==> src/rtl/xbus_pkg.sv <==
package xbus_pkg;
  // request kind codes presented by the core
  localparam logic [1:0] KIND_FETCH = 2'b00;
  localparam logic [1:0] KIND_READ  = 2'b01;
  localparam logic [1:0] KIND_WRITE = 2'b10;
  localparam logic [1:0] KIND_READX = 2'b11;  // decoded as a data read
endpackage

==> src/rtl/xbus_seq.sv <==
// Slot sequencer: handshake, phase counter and the request held for the slot.
module xbus_seq
  import xbus_pkg::*;
#(
  parameter int ADDR_W   = 16,
  parameter int DATA_W   = 8,
  parameter int SLOT_LEN = 6,
  parameter int PH_W     = 3
) (
  input  logic              clk,
  input  logic              rst,
  input  logic              req_valid,
  input  logic [1:0]        req_kind,
  input  logic              req_wide,
  input  logic [ADDR_W-1:0] req_addr,
  input  logic [DATA_W-1:0] req_wdata,
  input  logic              ext_code_n,
  output logic              req_ready,
  output logic              busy_d,
  output logic [PH_W-1:0]   ph_d,
  output logic [1:0]        sel_kind,
  output logic              sel_wide,
  output logic [ADDR_W-1:0] sel_addr,
  output logic [DATA_W-1:0] sel_wdata,
  output logic              fin,
  output logic              fin_wr,
  output logic              int_hit
);
  localparam logic [PH_W-1:0] PH_LAST = PH_W'(SLOT_LEN - 1);

  logic              busy_q;
  logic [PH_W-1:0]   ph_q;
  logic [1:0]        cur_kind;
  logic              cur_wide;
  logic [ADDR_W-1:0] cur_addr;
  logic [DATA_W-1:0] cur_wdata;
  logic              last, in_ext, accept;

  always_comb begin
    last      = busy_q && (ph_q == PH_LAST);
    in_ext    = (req_kind != KIND_FETCH) || !ext_code_n;
    // a slot may be chained onto the last phase only by another external access
    req_ready = !busy_q || (last && in_ext);
    accept    = req_valid && req_ready;
    int_hit   = accept && !in_ext;
    fin       = last;
    fin_wr    = (cur_kind == KIND_WRITE);

    busy_d    = busy_q;
    ph_d      = ph_q;
    sel_kind  = cur_kind;
    sel_wide  = cur_wide;
    sel_addr  = cur_addr;
    sel_wdata = cur_wdata;
    if (accept && in_ext) begin
      busy_d    = 1'b1;
      ph_d      = '0;
      sel_kind  = req_kind;
      sel_wide  = req_wide || (req_kind == KIND_FETCH);
      sel_addr  = req_addr;
      sel_wdata = req_wdata;
    end else if (last) begin
      busy_d = 1'b0;
      ph_d   = '0;
    end else if (busy_q) begin
      ph_d = ph_q + PH_W'(1);
    end
  end

  always_ff @(posedge clk) begin
    if (rst) begin
      busy_q    <= 1'b0;
      ph_q      <= '0;
      cur_kind  <= KIND_FETCH;
      cur_wide  <= 1'b0;
      cur_addr  <= '0;
      cur_wdata <= '0;
    end else begin
      busy_q    <= busy_d;
      ph_q      <= ph_d;
      cur_kind  <= sel_kind;
      cur_wide  <= sel_wide;
      cur_addr  <= sel_addr;
      cur_wdata <= sel_wdata;
    end
  end
endmodule

==> src/rtl/xbus_pins.sv <==
// Pin register stage: every bus pin is a flop loaded from the next slot state.
module xbus_pins
  import xbus_pkg::*;
#(
  parameter int ADDR_W    = 16,
  parameter int DATA_W    = 8,
  parameter int PH_W      = 3,
  parameter int LATCH_LEN = 2,
  parameter int STB_START = 3,
  parameter int HI_W      = 8
) (
  input  logic              clk,
  input  logic              rst,
  input  logic              busy_d,
  input  logic [PH_W-1:0]   ph_d,
  input  logic [1:0]        sel_kind,
  input  logic              sel_wide,
  input  logic [ADDR_W-1:0] sel_addr,
  input  logic [DATA_W-1:0] sel_wdata,
  output logic              addr_stb,
  output logic              code_rd_n,
  output logic              data_rd_n,
  output logic              data_wr_n,
  output logic              mux_oe,
  output logic [DATA_W-1:0] mux_out,
  output logic [HI_W-1:0]   addr_hi
);
  logic in_latch, in_addr, in_stb, is_fetch, is_wr, first_ph;

  always_comb begin
    in_latch = busy_d && (ph_d < PH_W'(LATCH_LEN));
    in_addr  = busy_d && (ph_d < PH_W'(STB_START));
    in_stb   = busy_d && (ph_d >= PH_W'(STB_START));
    first_ph = busy_d && (ph_d == '0);
    is_fetch = (sel_kind == KIND_FETCH);
    is_wr    = (sel_kind == KIND_WRITE);
  end

  always_ff @(posedge clk) begin
    if (rst) begin
      addr_stb  <= 1'b0;
      code_rd_n <= 1'b1;
      data_rd_n <= 1'b1;
      data_wr_n <= 1'b1;
      mux_oe    <= 1'b0;
      mux_out   <= '0;
      addr_hi   <= '1;
    end else begin
      addr_stb  <= in_latch;
      code_rd_n <= !(in_stb && is_fetch);
      data_rd_n <= !(in_stb && !is_fetch && !is_wr);
      data_wr_n <= !(in_stb && is_wr);
      mux_oe    <= in_addr || (in_stb && is_wr);
      if (in_addr)
        mux_out <= sel_addr[DATA_W-1:0];
      else if (in_stb && is_wr)
        mux_out <= sel_wdata;
      if (first_ph && sel_wide)
        addr_hi <= sel_addr[ADDR_W-1:DATA_W];
    end
  end
endmodule

==> src/rtl/xbus_capture.sv <==
// Completion stage: done pulses and the captured byte.
module xbus_capture #(
  parameter int DATA_W = 8
) (
  input  logic              clk,
  input  logic              rst,
  input  logic              fin,
  input  logic              fin_wr,
  input  logic              int_hit,
  input  logic [DATA_W-1:0] mux_in,
  output logic              done,
  output logic              done_int,
  output logic [DATA_W-1:0] rdata
);
  always_ff @(posedge clk) begin
    if (rst) begin
      done     <= 1'b0;
      done_int <= 1'b0;
      rdata    <= '0;
    end else begin
      done     <= fin || int_hit;
      done_int <= int_hit;
      if (fin && !fin_wr)
        rdata <= mux_in;
    end
  end
endmodule

==> src/rtl/xbus_ctrl.sv <==
// Top: multiplexed external bus controller.
module xbus_ctrl #(
  parameter int ADDR_W    = 16,
  parameter int DATA_W    = 8,
  parameter int SLOT_LEN  = 6,
  parameter int LATCH_LEN = 2,
  parameter int STB_START = 3
) (
  input  logic              clk,
  input  logic              rst,
  input  logic              req_valid,
  output logic              req_ready,
  input  logic [1:0]        req_kind,
  input  logic              req_wide,
  input  logic [ADDR_W-1:0] req_addr,
  input  logic [DATA_W-1:0] req_wdata,
  input  logic              ext_code_n,
  output logic              done,
  output logic              done_int,
  output logic [DATA_W-1:0] rdata,
  output logic [DATA_W-1:0] mux_out,
  output logic              mux_oe,
  input  logic [DATA_W-1:0] mux_in,
  output logic [ADDR_W-DATA_W-1:0] addr_hi,
  output logic              addr_stb,
  output logic              code_rd_n,
  output logic              data_rd_n,
  output logic              data_wr_n
);
  localparam int PH_W = (SLOT_LEN > 2) ? $clog2(SLOT_LEN) : 1;
  localparam int HI_W = ADDR_W - DATA_W;

  logic              busy_d;
  logic [PH_W-1:0]   ph_d;
  logic [1:0]        sel_kind;
  logic              sel_wide;
  logic [ADDR_W-1:0] sel_addr;
  logic [DATA_W-1:0] sel_wdata;
  logic              fin, fin_wr, int_hit;

  xbus_seq #(
    .ADDR_W(ADDR_W), .DATA_W(DATA_W), .SLOT_LEN(SLOT_LEN), .PH_W(PH_W)
  ) u_seq (
    .clk(clk), .rst(rst),
    .req_valid(req_valid), .req_kind(req_kind), .req_wide(req_wide),
    .req_addr(req_addr), .req_wdata(req_wdata), .ext_code_n(ext_code_n),
    .req_ready(req_ready),
    .busy_d(busy_d), .ph_d(ph_d),
    .sel_kind(sel_kind), .sel_wide(sel_wide), .sel_addr(sel_addr), .sel_wdata(sel_wdata),
    .fin(fin), .fin_wr(fin_wr), .int_hit(int_hit)
  );

  xbus_pins #(
    .ADDR_W(ADDR_W), .DATA_W(DATA_W), .PH_W(PH_W),
    .LATCH_LEN(LATCH_LEN), .STB_START(STB_START), .HI_W(HI_W)
  ) u_pins (
    .clk(clk), .rst(rst),
    .busy_d(busy_d), .ph_d(ph_d),
    .sel_kind(sel_kind), .sel_wide(sel_wide), .sel_addr(sel_addr), .sel_wdata(sel_wdata),
    .addr_stb(addr_stb), .code_rd_n(code_rd_n), .data_rd_n(data_rd_n),
    .data_wr_n(data_wr_n), .mux_oe(mux_oe), .mux_out(mux_out), .addr_hi(addr_hi)
  );

  xbus_capture #(
    .DATA_W(DATA_W)
  ) u_cap (
    .clk(clk), .rst(rst),
    .fin(fin), .fin_wr(fin_wr), .int_hit(int_hit), .mux_in(mux_in),
    .done(done), .done_int(done_int), .rdata(rdata)
  );
endmodule

==> config.mk <==
export PLATFORM = sky130hd
export DESIGN_NAME = xbus_ctrl
export DESIGN_NICKNAME = d
export VERILOG_FILES = /design/src/rtl/xbus_pkg.sv /design/src/rtl/xbus_seq.sv /design/src/rtl/xbus_pins.sv /design/src/rtl/xbus_capture.sv /design/src/rtl/xbus_ctrl.sv
export SDC_FILE = /design/constraint.sdc
export NUM_CORES = 1
export LEC_CHECK = 0
export BUFFER_PORTS_ARGS = -buffer_cell sky130_fd_sc_hd__buf_2
export CAP_MARGIN = 20
export CORE_ASPECT_RATIO = 0.6
export CORE_MARGIN = 8
export CORE_UTILIZATION = 45
export DETAILED_ROUTE_END_ITERATION = 8
export PLACE_DENSITY = 0.69
export SKIP_LAST_GASP = 1
export SYNTH_ARGS = -nofsm -noshare
export SYNTH_HDL_FRONTEND = slang
export SYNTH_SLANG_ARGS = --single-unit
==> constraint.sdc <==
create_clock -name clk -period 2.5 [get_ports clk]
set_input_delay 0.5 -clock clk [delete_from_list [all_inputs] [get_ports clk]]
set_output_delay 0.5 -clock clk [all_outputs]
set_load 0.01 [all_outputs]
---- Yosys cells after proc, flatten, opt, wreduce, memory -nomap -nowiden ----
Index checks and enable logic that the tools add are counted.
word-level totals
  register bits ........................... 62
  input bits .............................. 39
  output and inout bits ................... 32
  word-level logic and storage cells ...... 68
cells by class
  add/sub/neg operators ................... 1
  magnitude comparators ................... 3
  equality and inequality tests ........... 3
  multiplexer cells ....................... 11
  reductions and logical operators ........ 34
operators with widths
  cell                 count
  $mux 8               3
  $mux 16              1
  $logic_and 1x1->1    15
  $logic_not 1->1      9
  $mux 3               3
  $lt 3x2->1 const B   2
  $logic_or 1x1->1     5
  $eq 2x2->1 const B   2
  $logic_not 2->1      2
  $reduce_bool 2->1    2
  $add 3x1->3 const B  1
  $eq 3x3->1 const B   1
  $ge 3x2->1 const B   1
  $logic_not 3->1      1
  $mux 1               3
  $mux 2               1

---- Logic depth before layout (Yosys ltp) ----
  word-level depth ........................ 12
  mapped depth ............................ 10
  gate-level depth less buffers ........... 8

---- Hierarchy ----
Synthesis repeated with hierarchy kept, for this count alone.
second synthesis, totals
  cell total of the unflattened synthesis .. 324
  area, all modules ....................... 2901.5 µm²
modules (own cells, without submodules)
  module        times used  cells an instance  area an instance (µm²)  seq. area each (µm²)
  xbus_seq      1           193                1546.5                  620.6
  xbus_pins     1           92                 942.2                   420.4
  xbus_capture  1           39                 412.9                   200.2

---- Worst setup path before layout ----
Ideal clock, no wire load.
  kind .................................... reg-to-reg
  start point ............................. register u_seq.ph_q[1]
  end point ............................... register u_pins.mux_out[7]
  library setup time ...................... 122 ps
  data arrival time ....................... 1929 ps
  data required time ...................... 2378 ps
  slack ................................... 449 ps
  stages on the path, launching flop included .. 10
  path buffers ............................ 1
  period minus slack after synthesis ...... 2051 ps
  path through ............................ dfxtp_1 -> inv_1 -> ha_1 -> nor2_1 -> mux2_4 -> a22o_1 -> or2_1 -> and3_4 -> buf_6 -> a221o_1
between the ends
  word-level cells in the longest chain between the ends .. 11
  elaborated cells on any way between the ends .. 24
  those cells by class .................... add/sub: 1; order compare: 2; eq/ne: 2; mux: 10; reduce/logical: 9
RTL lines
  element                                               RTL line         RTL
  start, declared                                       xbus_seq.sv:32   logic [PH_W-1:0] ph_q;
  start signal, assigned                                xbus_seq.sv:80   ph_q <= ph_d;
  branches (longest 11 deep; another with $add 3x1->3)  n/a
  end signal, assigned                                  xbus_pins.sv:55  mux_out <= sel_addr[DATA_W-1:0];
  end signal, assigned                                  xbus_pins.sv:57  mux_out <= sel_wdata;
  end, declared                                         xbus_pins.sv:25  output logic [DATA_W-1:0] mux_out,
Parallel ways; which one is timed is not known. The select of a mux whose other input is x is not followed.
A chain may end at the register's enable or synchronous reset.

---- Worst setup path in the final report ----
  start point ............................. register u_seq.ph_q[1]
  end point ............................... register u_pins.mux_out[0]
Same word-level chain as after synthesis.

==> flow_metrics.tcl <==
set metrics [dict create \
    power_switching_uw 570.8 \
    syn_to_final_growth_pct 25.19 \
    total_drc_errors_in_the_routed_layout 0 \
    final_area_um2 3147 \
    gr-total-overflow 0 \
    worst_max_slew_margin_expressed_relative_to_the_limit_pct 60.90 \
    status "complete, no violations" \
    dp_hpwl_mm 4.266 \
    cts_tree "built" \
    final.min_clock_period_ns 2.247 \
    syn-num-nets 319 \
    ys_ff_latch 62 \
    power_density_nw_per_um2 748.1 \
    clkPwrFrac_pct 42.4 \
    start_util_pct 45.77 \
    synth_area_per_cell_um2 9.042 \
    synth.cell_area_um2 2514 \
    max-clock-path-buffers 2 \
    drt-pass1-iter-count 6 \
    holdCritPathClass "in2reg" \
    numClockSinks 62 \
    core_um2 5492 \
    seq_area_frac_synth_pct 49.38 \
    vias_per_std_cell 5.012 \
    grt_antenna_before_repair 0 \
    drt_wl_total_mm 5.990 \
    dieArea_um2 8312 \
    critical_path_peak_fanout 8 \
    die_w_um 112.5 \
    overall_fraction_of_global_route_tracks_in_use_pct 15.63 \
    fin_worst_skew_ns 0.008513 \
    final_nets 389 \
    final_layout_size_suffix_gt1_share_pct 29.75 \
    path_clk_slew_ns 0.07 \
    row_count 21 \
    drtIter0Drc 153 \
    maximum_number_of_pins_on_one_net_before_global_route_repair 39 \
    setup-violations-final 0 \
    fmax_mhz 445.0 \
    post-place-cells 405 \
    cts-root-buf "sky130_fd_sc_hd__clkbuf_8" \
    cts_buffers 9 \
    max_cap_violations 0 \
    arrival_worst_endpoint_ns 2.47 \
    synthCells 278 \
    setup.worst_path.end_class "register" \
    period_share_pct 89.89 \
    wire_length_of_the_first_global_routing_pass_mm 10.05 \
    postRouteAntennaNets 0 \
    layout.cells.most_common_list "sky130_fd_sc_hd__buf_2, sky130_fd_sc_hd__dfxtp_1, sky130_fd_sc_hd__nand2_1" \
    setup_repair_after_global_routing_missed_its_margin "false" \
    overall_die_height_um 73.89 \
    routedWlPerCell_um 14.19 \
    ys_warn_count 0 \
    io_buffer_count 70 \
    netlist-cell-type-count 44 \
    netSwitchingFraction_pct 24.25 \
    finish.cell_count_without_fillers 422 \
    num_antenna_cells 0 \
    setup_total_negative_slack_ns 0 \
    worst-setup-path-type "reg2reg" \
    setup.worst_path.start_class "register" \
    layout.cells.most_common "sky130_fd_sc_hd__buf_2" \
    dp_area_um2 2892 \
    clkLatencyLatePin_ns 0.34 \
    timing.critical_path.required_ns 2.72 \
    hold_viol_final 0 \
    place_congestion 0.8131 \
    slew_violations 0 \
    worst-slew-pin-transition_ns 0.5865 \
    total_power_mw 2.354 \
    grt_pass1_vias 2050 \
    io-pin-count 71 \
    comb_power_share_pct 12.1 \
    num_vias 2115 \
    share_seq_of_total_power_pct 45.4 \
    vdd.ir_drop.worst_mv 0.4201 \
    h_tree_depth 3 \
    cts_hold_buffers 0 \
    leakage_power_nw 1.458 \
    internal-power_mw 1.783 \
]
==> layout make-up <==
| class | instances | area (um^2) |
|---|---|---|
| clock buffers | 11 | 151.4 |
| clock inverters | 5 | 81.33 |
| fillers | 501 | 2345 |
| inverters | 4 | 15.01 |
| multi-input cells | 194 | 1156 |
| flip-flops and latches | 62 | 1241 |
| well taps | 69 | 86.33 |
| repair buffers | 77 | 415.4 |
==> metal layers <==
layer  part of all wire [%]  vias to the layer above  GRT usage (%)
met4                   0.25                        0          4.006
met2                     42                       71          22.16
li1                       -                     1082              -
met3                    9.6                        2          9.516
met5                      0                        -              0
met1                     48                      960          19.40
==> cell families after synthesis <==
group	count (synthesis)	synth area share (%)
muxes	18	7.416
buffers and inverters	22	4.729
adders and majority gates	2	0.9954
and+or+nand+nor	139	26.78
DFF	62	49.38
xor gates and xnor gates	1	0.3485
AOI/OAI and AO/OA	34	10.35
==> critical path, cell delays in order, from the launching register on <==
cell and delay, ns:
sky130_fd_sc_hd__dfxtp_1 0.37, sky130_fd_sc_hd__inv_1 0.06, sky130_fd_sc_hd__ha_1 0.24, sky130_fd_sc_hd__a21bo_1 0.27, sky130_fd_sc_hd__mux2_2 0.32, sky130_fd_sc_hd__a21oi_2 0.19, sky130_fd_sc_hd__o211a_1 0.23, sky130_fd_sc_hd__nor3_4 0.09
sky130_fd_sc_hd__a221o_1 0.36
==> timing repair <==
item                                    in CTS  in global routing
gates resized for setup                      0                  1
endpoints found under the setup margin       0                 16
setup buffers                                0                  1
==> path summary, 6_finish.rpt <==
| path | cells past startpoint | start | endpoint | slack [ns] |
|---|---|---|---|---|
| worst max-delay path | 8 | u_seq.ph_q[1] | u_pins.mux_out[0] | 0.25 |
| worst min-delay path | 2 | rst | u_seq.cur_kind[1] | 0.38 |
| worst max register to register | 8 | u_seq.ph_q[1] | u_pins.mux_out[0] | 0.25 |
| worst min register to register | 1 | u_pins.mux_out[0] | u_pins.mux_out[0] | 0.49 |
==> power by group through the flow <==
stage | Sequential (mW) | Clock [mW] | Combinational, mW
floorplan | 1.10 | 0 | 0.172
global placement | 1.09 | 0 | 0.275
detailed placement | 1.09 | 0 | 0.278
CTS | 1.07 | 1.03 | 0.279
global route | 1.07 | 1.08 | 0.319
finish | 1.07 | 0.999 | 0.286
==> metrics by stage <==
step	hold slack, ns	utilization (%)	worst slack, ns
CTS	0.3625	56.89	0.1261
global placement	0.4689	52.65	0.03046
global route	0.3723	57.30	0.1160
detailed placement	0.4659	52.65	0.1311
finish	0.3838	57.30	0.2528
floorplan	0.4594	-	0.4490
==> flip-flops by register name, indices dropped and copies added, names as in the netlist <==
register and cells:
u_cap.done_int 1, u_cap.rdata 8, u_seq.cur_addr 16, u_pins.mux_out 8
u_seq.cur_wide 1, u_pins.mux_oe 1, u_seq.cur_wdata 8, u_pins.code_rd_n 1
u_pins.data_wr_n 1, u_seq.busy_q 1, u_cap.done 1, u_pins.data_rd_n 1
u_seq.ph_q 3, u_pins.addr_stb 1, u_pins.addr_hi 8, u_seq.cur_kind 2
==> cells in the mapped netlist (all sizes together) <==
cell    count  area (um^2)
a21bo       1        10.01
a21boi      1        7.510
a21oi      15        82.58
a221o       8        80.08
a22o        1        8.760
a22oi       1        7.510
a31oi       1        6.260
a32o        1        10.01
a32oi       1        8.760
and3        2        18.77
and3b       1        8.760
buf        11        77.57
clkbuf      7        26.28
dfxtp      62         1241
ha          2        25.02
inv         4        15.01
mux2        2        26.27
mux2i      16        160.2
nand2      53        198.9
nand2b      1        6.260
nand3       2        15.01
nand3b      1        7.510
nand4       1        6.260
nand4b      1        8.760
nor2       34        127.6
nor2b      18        112.6
nor3       20        111.4
nor4        1        21.27
nor4b       1        8.760
o211a       1        10.01
o21ai       1        5.000
o21bai      1        7.510
o32ai       1        16.27
or2         2        12.52
or3b        1        8.760
xor2        1        8.760
(Power assumes the default switching activity.)
